**config.mk**
```make
export PLATFORM = sky130hd
export DESIGN_NAME = tlb_fa
export DESIGN_NICKNAME = d
export VERILOG_FILES = /design/src/rtl/tlb_pkg.sv /design/src/rtl/tlb_cam.sv /design/src/rtl/tlb_lru.sv /design/src/rtl/tlb_ctrl.sv /design/src/rtl/tlb_fa.sv
export SDC_FILE = /design/constraint.sdc
export NUM_CORES = 1
export LEC_CHECK = 0
export CAP_MARGIN = 5
export CORE_MARGIN = 3
export CORE_UTILIZATION = 24
export CTS_CLUSTER_DIAMETER = 120
export CTS_CLUSTER_SIZE = 8
export DETAILED_ROUTE_END_ITERATION = 10
export DONT_BUFFER_PORTS = 1
export SYNTH_ARGS = -nofsm -noshare
export SYNTH_HDL_FRONTEND = slang
export SYNTH_SLANG_ARGS = --single-unit
```
**constraint.sdc**
```tcl
create_clock -name clk -period 20.5 [get_ports clk]
set_input_delay 6.15 -clock clk [delete_from_list [all_inputs] [get_ports clk]]
set_output_delay 6.15 -clock clk [all_outputs]
set_load 0.02 [all_outputs]
```
**src/rtl/tlb_pkg.sv**
```systemverilog
package tlb_pkg;
  typedef enum logic [0:0] {
    ST_IDLE = 1'b0,
    ST_WALK = 1'b1
  } tlb_state_e;
endpackage

```
**src/rtl/tlb_cam.sv**
```systemverilog
module tlb_cam #(
  parameter int N     = 16,
  parameter int KEY_W = 12,
  parameter int PPN_W = 12,
  localparam int IDX_W = $clog2(N)
) (
  input  logic             clk,
  input  logic             rst,
  input  logic             flush,
  input  logic [KEY_W-1:0] key,
  input  logic             wr_en,
  input  logic [IDX_W-1:0] wr_idx,
  input  logic [KEY_W-1:0] wr_key,
  input  logic [PPN_W-1:0] wr_ppn,
  output logic             hit,
  output logic [IDX_W-1:0] hit_idx,
  output logic [PPN_W-1:0] hit_ppn,
  output logic [N-1:0]     valid_vec
);
  logic [KEY_W-1:0] key_q [N];
  logic [PPN_W-1:0] ppn_q [N];
  logic [N-1:0]     valid_q;
  logic [N-1:0]     hit_vec;

  // payload arrays: no reset, single write port
  always_ff @(posedge clk) begin
    if (wr_en) begin
      key_q[wr_idx] <= wr_key;
      ppn_q[wr_idx] <= wr_ppn;
    end
  end

  always_ff @(posedge clk) begin
    if (rst || flush) valid_q <= '0;
    else if (wr_en)   valid_q[wr_idx] <= 1'b1;
  end

  // parallel compare, one comparator per slot
  for (genvar i = 0; i < N; i++) begin : g_cmp
    assign hit_vec[i] = valid_q[i] && (key_q[i] == key);
  end

  always_comb begin
    hit_idx = '0;
    for (int i = 0; i < N; i++)
      if (hit_vec[i]) hit_idx = IDX_W'(i);
  end

  assign hit       = |hit_vec;
  assign hit_ppn   = ppn_q[hit_idx];
  assign valid_vec = valid_q;

  // a key is never resident twice
  p_hit_onehot_r1: assert property (@(posedge clk) disable iff (rst)
    $onehot0(hit_vec));
endmodule

```
**src/rtl/tlb_lru.sv**
```systemverilog
module tlb_lru #(
  parameter int N = 16,
  localparam int IDX_W = $clog2(N)
) (
  input  logic             clk,
  input  logic             rst,
  input  logic             touch,
  input  logic [IDX_W-1:0] touch_idx,
  input  logic [N-1:0]     valid_vec,
  output logic [IDX_W-1:0] victim_idx
);
  // age 0 = most recent, N-1 = least recent; ages always form a permutation
  logic [IDX_W-1:0] age_q [N];
  logic [N-1:0]     oldest_vec;
  logic [IDX_W-1:0] free_idx;
  logic [IDX_W-1:0] old_idx;
  logic             any_free;

  always_ff @(posedge clk) begin
    if (rst) begin
      for (int i = 0; i < N; i++) age_q[i] <= IDX_W'(i);
    end else if (touch) begin
      for (int i = 0; i < N; i++) begin
        if (IDX_W'(i) == touch_idx)          age_q[i] <= '0;
        else if (age_q[i] < age_q[touch_idx]) age_q[i] <= age_q[i] + 1'b1;
      end
    end
  end

  for (genvar i = 0; i < N; i++) begin : g_old
    assign oldest_vec[i] = (age_q[i] == IDX_W'(N - 1));
  end

  // lowest-numbered free slot, otherwise the oldest slot
  always_comb begin
    free_idx = '0;
    old_idx  = '0;
    any_free = 1'b0;
    for (int i = N - 1; i >= 0; i--) begin
      if (!valid_vec[i]) begin
        free_idx = IDX_W'(i);
        any_free = 1'b1;
      end
      if (oldest_vec[i]) old_idx = IDX_W'(i);
    end
  end

  assign victim_idx = any_free ? free_idx : old_idx;

  p_one_oldest_r7: assert property (@(posedge clk) disable iff (rst)
    $onehot(oldest_vec));
  p_touch_youngest_r7: assert property (@(posedge clk) disable iff (rst)
    touch |=> (age_q[$past(touch_idx)] == '0));
endmodule

```
**src/rtl/tlb_ctrl.sv**
```systemverilog
module tlb_ctrl
  import tlb_pkg::*;
#(
  parameter int KEY_W = 12,
  parameter int PPN_W = 12
) (
  input  logic             clk,
  input  logic             rst,
  input  logic             flush,
  input  logic             lk_valid,
  input  logic [KEY_W-1:0] lk_key,
  input  logic             cam_hit,
  input  logic             rsp_valid,
  input  logic [PPN_W-1:0] rsp_ppn,
  input  logic             rsp_fault,
  output logic             lk_ready,
  output logic             lk_miss,
  output logic             wk_req,
  output logic [KEY_W-1:0] wk_key,
  output logic             fill_en,
  output logic             res_valid,
  output logic [PPN_W-1:0] res_ppn,
  output logic             res_fault
);
  tlb_state_e       state_q;
  logic [KEY_W-1:0] key_q;
  logic             accept;

  assign lk_ready = (state_q == ST_IDLE);
  assign lk_miss  = lk_ready && lk_valid && (!cam_hit || flush);
  assign accept   = (state_q == ST_WALK) && rsp_valid;
  assign fill_en  = accept && !rsp_fault && !flush;
  assign wk_req   = (state_q == ST_WALK);
  assign wk_key   = key_q;

  always_ff @(posedge clk) begin
    if (rst) begin
      state_q   <= ST_IDLE;
      key_q     <= '0;
      res_valid <= 1'b0;
      res_ppn   <= '0;
      res_fault <= 1'b0;
    end else begin
      res_valid <= 1'b0;
      if (lk_miss) begin
        state_q <= ST_WALK;
        key_q   <= lk_key;
      end else if (accept) begin
        state_q   <= ST_IDLE;
        res_valid <= 1'b1;
        res_ppn   <= rsp_ppn;
        res_fault <= rsp_fault;
      end
    end
  end

  p_miss_starts_walk_r2: assert property (@(posedge clk) disable iff (rst)
    lk_miss |=> (wk_req && wk_key == $past(lk_key)));
  p_req_held_r2: assert property (@(posedge clk) disable iff (rst)
    (wk_req && !rsp_valid) |=> (wk_req && $stable(wk_key)));
  p_res_single_r3: assert property (@(posedge clk) disable iff (rst)
    res_valid |=> !res_valid);
  p_res_frees_r3: assert property (@(posedge clk) disable iff (rst)
    res_valid |-> lk_ready);
endmodule

```
**src/rtl/tlb_fa.sv**
```systemverilog
module tlb_fa #(
  parameter int ENTRIES = 16,
  parameter int SEG_W   = 4,
  parameter int VPN_W   = 8,
  parameter int PPN_W   = 12
) (
  input  logic             clk,
  input  logic             rst,
  input  logic             flush,
  input  logic             lk_valid,
  input  logic [SEG_W-1:0] lk_seg,
  input  logic [VPN_W-1:0] lk_vpn,
  output logic             lk_ready,
  output logic             lk_hit,
  output logic             lk_miss,
  output logic [PPN_W-1:0] lk_ppn,
  output logic             wk_req,
  output logic [SEG_W-1:0] wk_seg,
  output logic [VPN_W-1:0] wk_vpn,
  input  logic             wk_rsp_valid,
  input  logic [PPN_W-1:0] wk_rsp_ppn,
  input  logic             wk_rsp_fault,
  output logic             res_valid,
  output logic [PPN_W-1:0] res_ppn,
  output logic             res_fault
);
  localparam int KEY_W = SEG_W + VPN_W;
  localparam int IDX_W = $clog2(ENTRIES);

  logic [KEY_W-1:0]   lk_key, wk_key;
  logic               cam_hit, fill_en, touch;
  logic [IDX_W-1:0]   hit_idx, victim_idx, touch_idx;
  logic [PPN_W-1:0]   hit_ppn;
  logic [ENTRIES-1:0] valid_vec;

  assign lk_key = {lk_seg, lk_vpn};

  tlb_cam #(.N(ENTRIES), .KEY_W(KEY_W), .PPN_W(PPN_W)) u_cam (
    .clk(clk), .rst(rst), .flush(flush), .key(lk_key),
    .wr_en(fill_en), .wr_idx(victim_idx), .wr_key(wk_key), .wr_ppn(wk_rsp_ppn),
    .hit(cam_hit), .hit_idx(hit_idx), .hit_ppn(hit_ppn), .valid_vec(valid_vec)
  );

  tlb_ctrl #(.KEY_W(KEY_W), .PPN_W(PPN_W)) u_ctrl (
    .clk(clk), .rst(rst), .flush(flush), .lk_valid(lk_valid), .lk_key(lk_key),
    .cam_hit(cam_hit), .rsp_valid(wk_rsp_valid), .rsp_ppn(wk_rsp_ppn),
    .rsp_fault(wk_rsp_fault), .lk_ready(lk_ready), .lk_miss(lk_miss),
    .wk_req(wk_req), .wk_key(wk_key), .fill_en(fill_en),
    .res_valid(res_valid), .res_ppn(res_ppn), .res_fault(res_fault)
  );

  assign lk_hit    = lk_ready && lk_valid && cam_hit && !flush;
  assign lk_ppn    = lk_hit ? hit_ppn : '0;
  assign touch     = lk_hit || fill_en;
  assign touch_idx = fill_en ? victim_idx : hit_idx;
  assign wk_seg    = wk_key[KEY_W-1 -: SEG_W];
  assign wk_vpn    = wk_key[VPN_W-1:0];

  tlb_lru #(.N(ENTRIES)) u_lru (
    .clk(clk), .rst(rst), .touch(touch), .touch_idx(touch_idx),
    .valid_vec(valid_vec), .victim_idx(victim_idx)
  );

  p_hit_no_miss_r1: assert property (@(posedge clk) disable iff (rst)
    lk_hit |-> !lk_miss);
  p_fault_no_install_r4: assert property (@(posedge clk) disable iff (rst)
    (wk_req && wk_rsp_valid && wk_rsp_fault && !flush) |=> $stable(valid_vec));
  p_busy_quiet_r5: assert property (@(posedge clk) disable iff (rst)
    !lk_ready |-> (!lk_hit && !lk_miss));
  p_flush_empties_r8: assert property (@(posedge clk) disable iff (rst)
    flush |=> (valid_vec == '0));
  p_flush_lookup_misses_r8: assert property (@(posedge clk) disable iff (rst)
    (flush && lk_valid && lk_ready) |-> lk_miss);
endmodule

```
==> out/qor.yml <==
synthesis:
  synth.net_count: 2029
  synth.distinct_cells: 82
  synth-seq-cells: 491
  ys.flop_type: "edfxtp_1"
  synth-edff-count: 448
  synth_area_um2: 23700
  syn_inst: 1951
  yosysSeqAreaShare_pct: 60.5
  synth_warnings: 0
  async_flop_share_pct: 0
  syn_area_per_cell_um2: 12.1
cts:
  cts_resized: 0
  cts_tree: "done"
  post_cts_buffers: 0
  cts_buffer_depth: 3
  ctsHoldBuffers: 0
  cts_buffers: 71
  clock_sinks: 491
  path_clk_slew_ps: 40
  cts-root-buf: "clkbuf_16"
  cts-htree-levels: 3
  insertion_delay_ps: 630
cells_and_area:
  layout_common_cells: "edfxtp_1 (448), nand2_1 (279), xnor2_1 (180), nor2_1 (117), nand3_1 (94)"
  final_layout_size_suffix_gt1_share_pct: 9.33
  final_common_cell: "edfxtp_1"
  instances_no_fill: 3293
  nets: 2034
  area_growth_pct: 15.2
worst_setup_path:
  end_kind: "primary output"
  crit_type: "input pin to primary output"
  r2r_start: "u_cam.valid_vec[11]"
  startpoint: "lk_vpn[0]"
  setup.worst_path.end: "lk_ppn[11]"
  r2r_slack_ps: 14320
  reg2reg_depth: 18
  critPathMaxFanout: 89
  cp_data_required_time_ps: 14350
  cp-start-kind: "input pin"
  reg2reg_to: "u_lru.age_q[11][1]"
  crit_arrival_ps: 9990
route:
  drt-pass1-iter-count: 6
  wire_per_inst_um: 21.1
  viasPerCell: 4.83
  ant_nets: 0
  routed_wl_mm: 69.6
  dr_total_vias: 15897
  drc: 0
  drtIter0Drc: 1611
floorplanning:
  die_x_um: 320
  fp-row-count: 114
  fp.dieArea_um2: 102000
  start_util_pct: 24.3
  ios: 72
  dieHeight_um: 320
  core_area_um2: 97300
timing:
  rsz0062_at_grt: "no"
  finalCritPeriodShare_pct: 78.7
  max_freq_mhz: 61.9
  slew_viol_final: 0
  relSlewSlack_pct: 20.3
  setup_viol: 0
  period_needed_ps: 16140
  finalHoldViolations: 0
  worst_slack_ps: 4360
  tns_ps: 0
  worst_slew_pin_slew_ps: 1190
  finClkSkew_ps: 40.4
global_route:
  antenna_found_initial: 2
  gr-usage-all-layers_pct: 13.3
  grt_pass1_wl_mm: 103
  overflow: 0
  grt_pass1_vias: 15263
  grt_max_degree: 90
status:
  status: "completed"
pwr:
  clkPwrFrac_pct: 47.9
  power.share.switching_pct: 22.8
  power.switching_mw: 0.534
  power_frac_comb_pct: 4.3
  ir_drop_uv: 60.9
  cellPowerDensity_nw_per_um2: 85.9
  p_seq_share_pct: 47.9
  intPower_mw: 1.81
  power_leakage_nw: 8.89
placement:
  dpl.cell_count: 3159
  pre_cts_slack_ps: 4360
  gp_congestion: 0.864
  io_buffers: 0
  post-dp-hpwl_mm: 44.3
flow_run:
  maxCapViolations: 0
min_path:
  hold_class: "flop to flop"
layer usage:
layer / wire length [um] / vias to the layer above / track usage [%]
met5: 0 / - / 0
met4: 2440 / 0 / 5.47
met3: 5640 / 110 / 3.15
met2: 31100 / 583 / 20.7
met1: 30400 / 7883 / 17.8
li1: - / 7321 / -
power groups by stage:
| stage | combinational, mW | clock (mW) | sequential [mW] |
|---|---|---|---|
| global placement | 0.0967 | 0 | 1.14 |
| detailed placement | 0.0985 | 0 | 1.14 |
| CTS | 0.0992 | 1.14 | 1.12 |
| floorplan | 0.0826 | 0 | 1.14 |
| global route | 0.111 | 1.19 | 1.12 |
| finish | 0.0997 | 1.12 | 1.12 |
Yosys cell counts (10+ instances only):
| cell | number | area [um2] |
|---|---|---|
| buf_6 | 21 | 236 |
| ha_1 | 48 | 601 |
| nand4_1 | 41 | 257 |
| o21a_1 | 20 | 150 |
| nor2b_1 | 13 | 81.3 |
| nand3_1 | 94 | 470 |
| xnor2_1 | 180 | 1580 |
| nor2_1 | 134 | 503 |
| edfxtp_1 | 448 | 13500 |
| or3_1 | 10 | 62.6 |
| a31oi_1 | 23 | 144 |
| a211oi_1 | 22 | 165 |
| xor2_1 | 28 | 245 |
| clkbuf_1 | 47 | 176 |
| o211ai_1 | 34 | 255 |
| dfxtp_1 | 43 | 861 |
| nor3_1 | 23 | 115 |
| nor4_1 | 21 | 131 |
| o311ai_0 | 13 | 114 |
| and3_1 | 23 | 144 |
| mux2_2 | 26 | 293 |
| a21oi_1 | 48 | 240 |
| mux2i_1 | 30 | 300 |
| buf_1 | 11 | 41.3 |
| inv_1 | 19 | 71.3 |
| nand2b_1 | 10 | 62.6 |
| and2_1 | 12 | 75.1 |
| o31ai_1 | 10 | 75.1 |
| o21ai_0 | 67 | 335 |
| nand2_1 | 280 | 1050 |
| o211a_1 | 13 | 130 |
state kept, by name, summed over array words and instances (netlist names):
register and cells:
u_cam.valid_vec 16, u_lru.age_q 64, u_ctrl.wk_key 12, u_ctrl.res_ppn 12
u_ctrl.res_valid 1, u_cam.ppn_q 192, u_ctrl.wk_req 1, u_ctrl.res_fault 1
u_cam.key_q 192
critical path, cell delays in order:
cell and delay [ps]:
xnor2_1 220, nand3_1 130, nor4_2 700, nor2_1 140, a311o_1 570, nand2_4 140, buf_4 740, nand2_1 130
nand3_1 120, o21ai_0 80, o21ai_0 460, o211a_1 330
worst min-delay path by stage:
stage,from,to,depth (start not counted)
detailed placement,u_ctrl.wk_key[8],u_ctrl.wk_key[8],2
global route,u_ctrl.wk_key[8],u_ctrl.wk_key[8],2
finish,u_ctrl.wk_key[8],u_ctrl.wk_key[8],2
global placement,u_ctrl.wk_key[8],u_ctrl.wk_key[8],2
floorplan,u_cam.valid_vec[0],u_cam.valid_vec[0],1
CTS,u_ctrl.wk_key[8],u_ctrl.wk_key[8],2
metrics by stage:
stage                     utilization (%)  hold WS, ps  cell area (um2)  total power [mW]
after floorplan                         -          491            23700              1.22
after global placement               25.8          478            25100              1.24
after detailed placement             25.8          493            25100              1.24
after CTS                            28.0          504            27300              2.36
after global routing                 28.0          570            27300              2.42
final                                28.0          494            27300              2.34
kinds of logic (layout without fill, tap and decap cells):
logic type	after synthesis	after routing	share of synthesized area, %
multiplexers	56	56	2.50
AO/OA/AOI/OAI	329	329	9.87
buffers and inverters	112	176	2.58
AND/OR/NAND/NOR	697	697	13.9
other	0	2	0
adder cells (fa/ha/maj)	58	58	2.98
flip-flops	491	491	60.5
XOR/XNOR	208	208	7.69
area by class of cell:
cell class              instances  area (um2)
repair buffers                 25         188
well taps                    1276        1600
inverters                      19        71.3
flip-flops and latches        491       14300
diodes                          2        5.00
multi-input cells            1348        8930
clock buffers                 124        1990
fillers                      9925       70000
clock inverters                 8         191
Note: power is estimated with default switching activity, not from simulation.
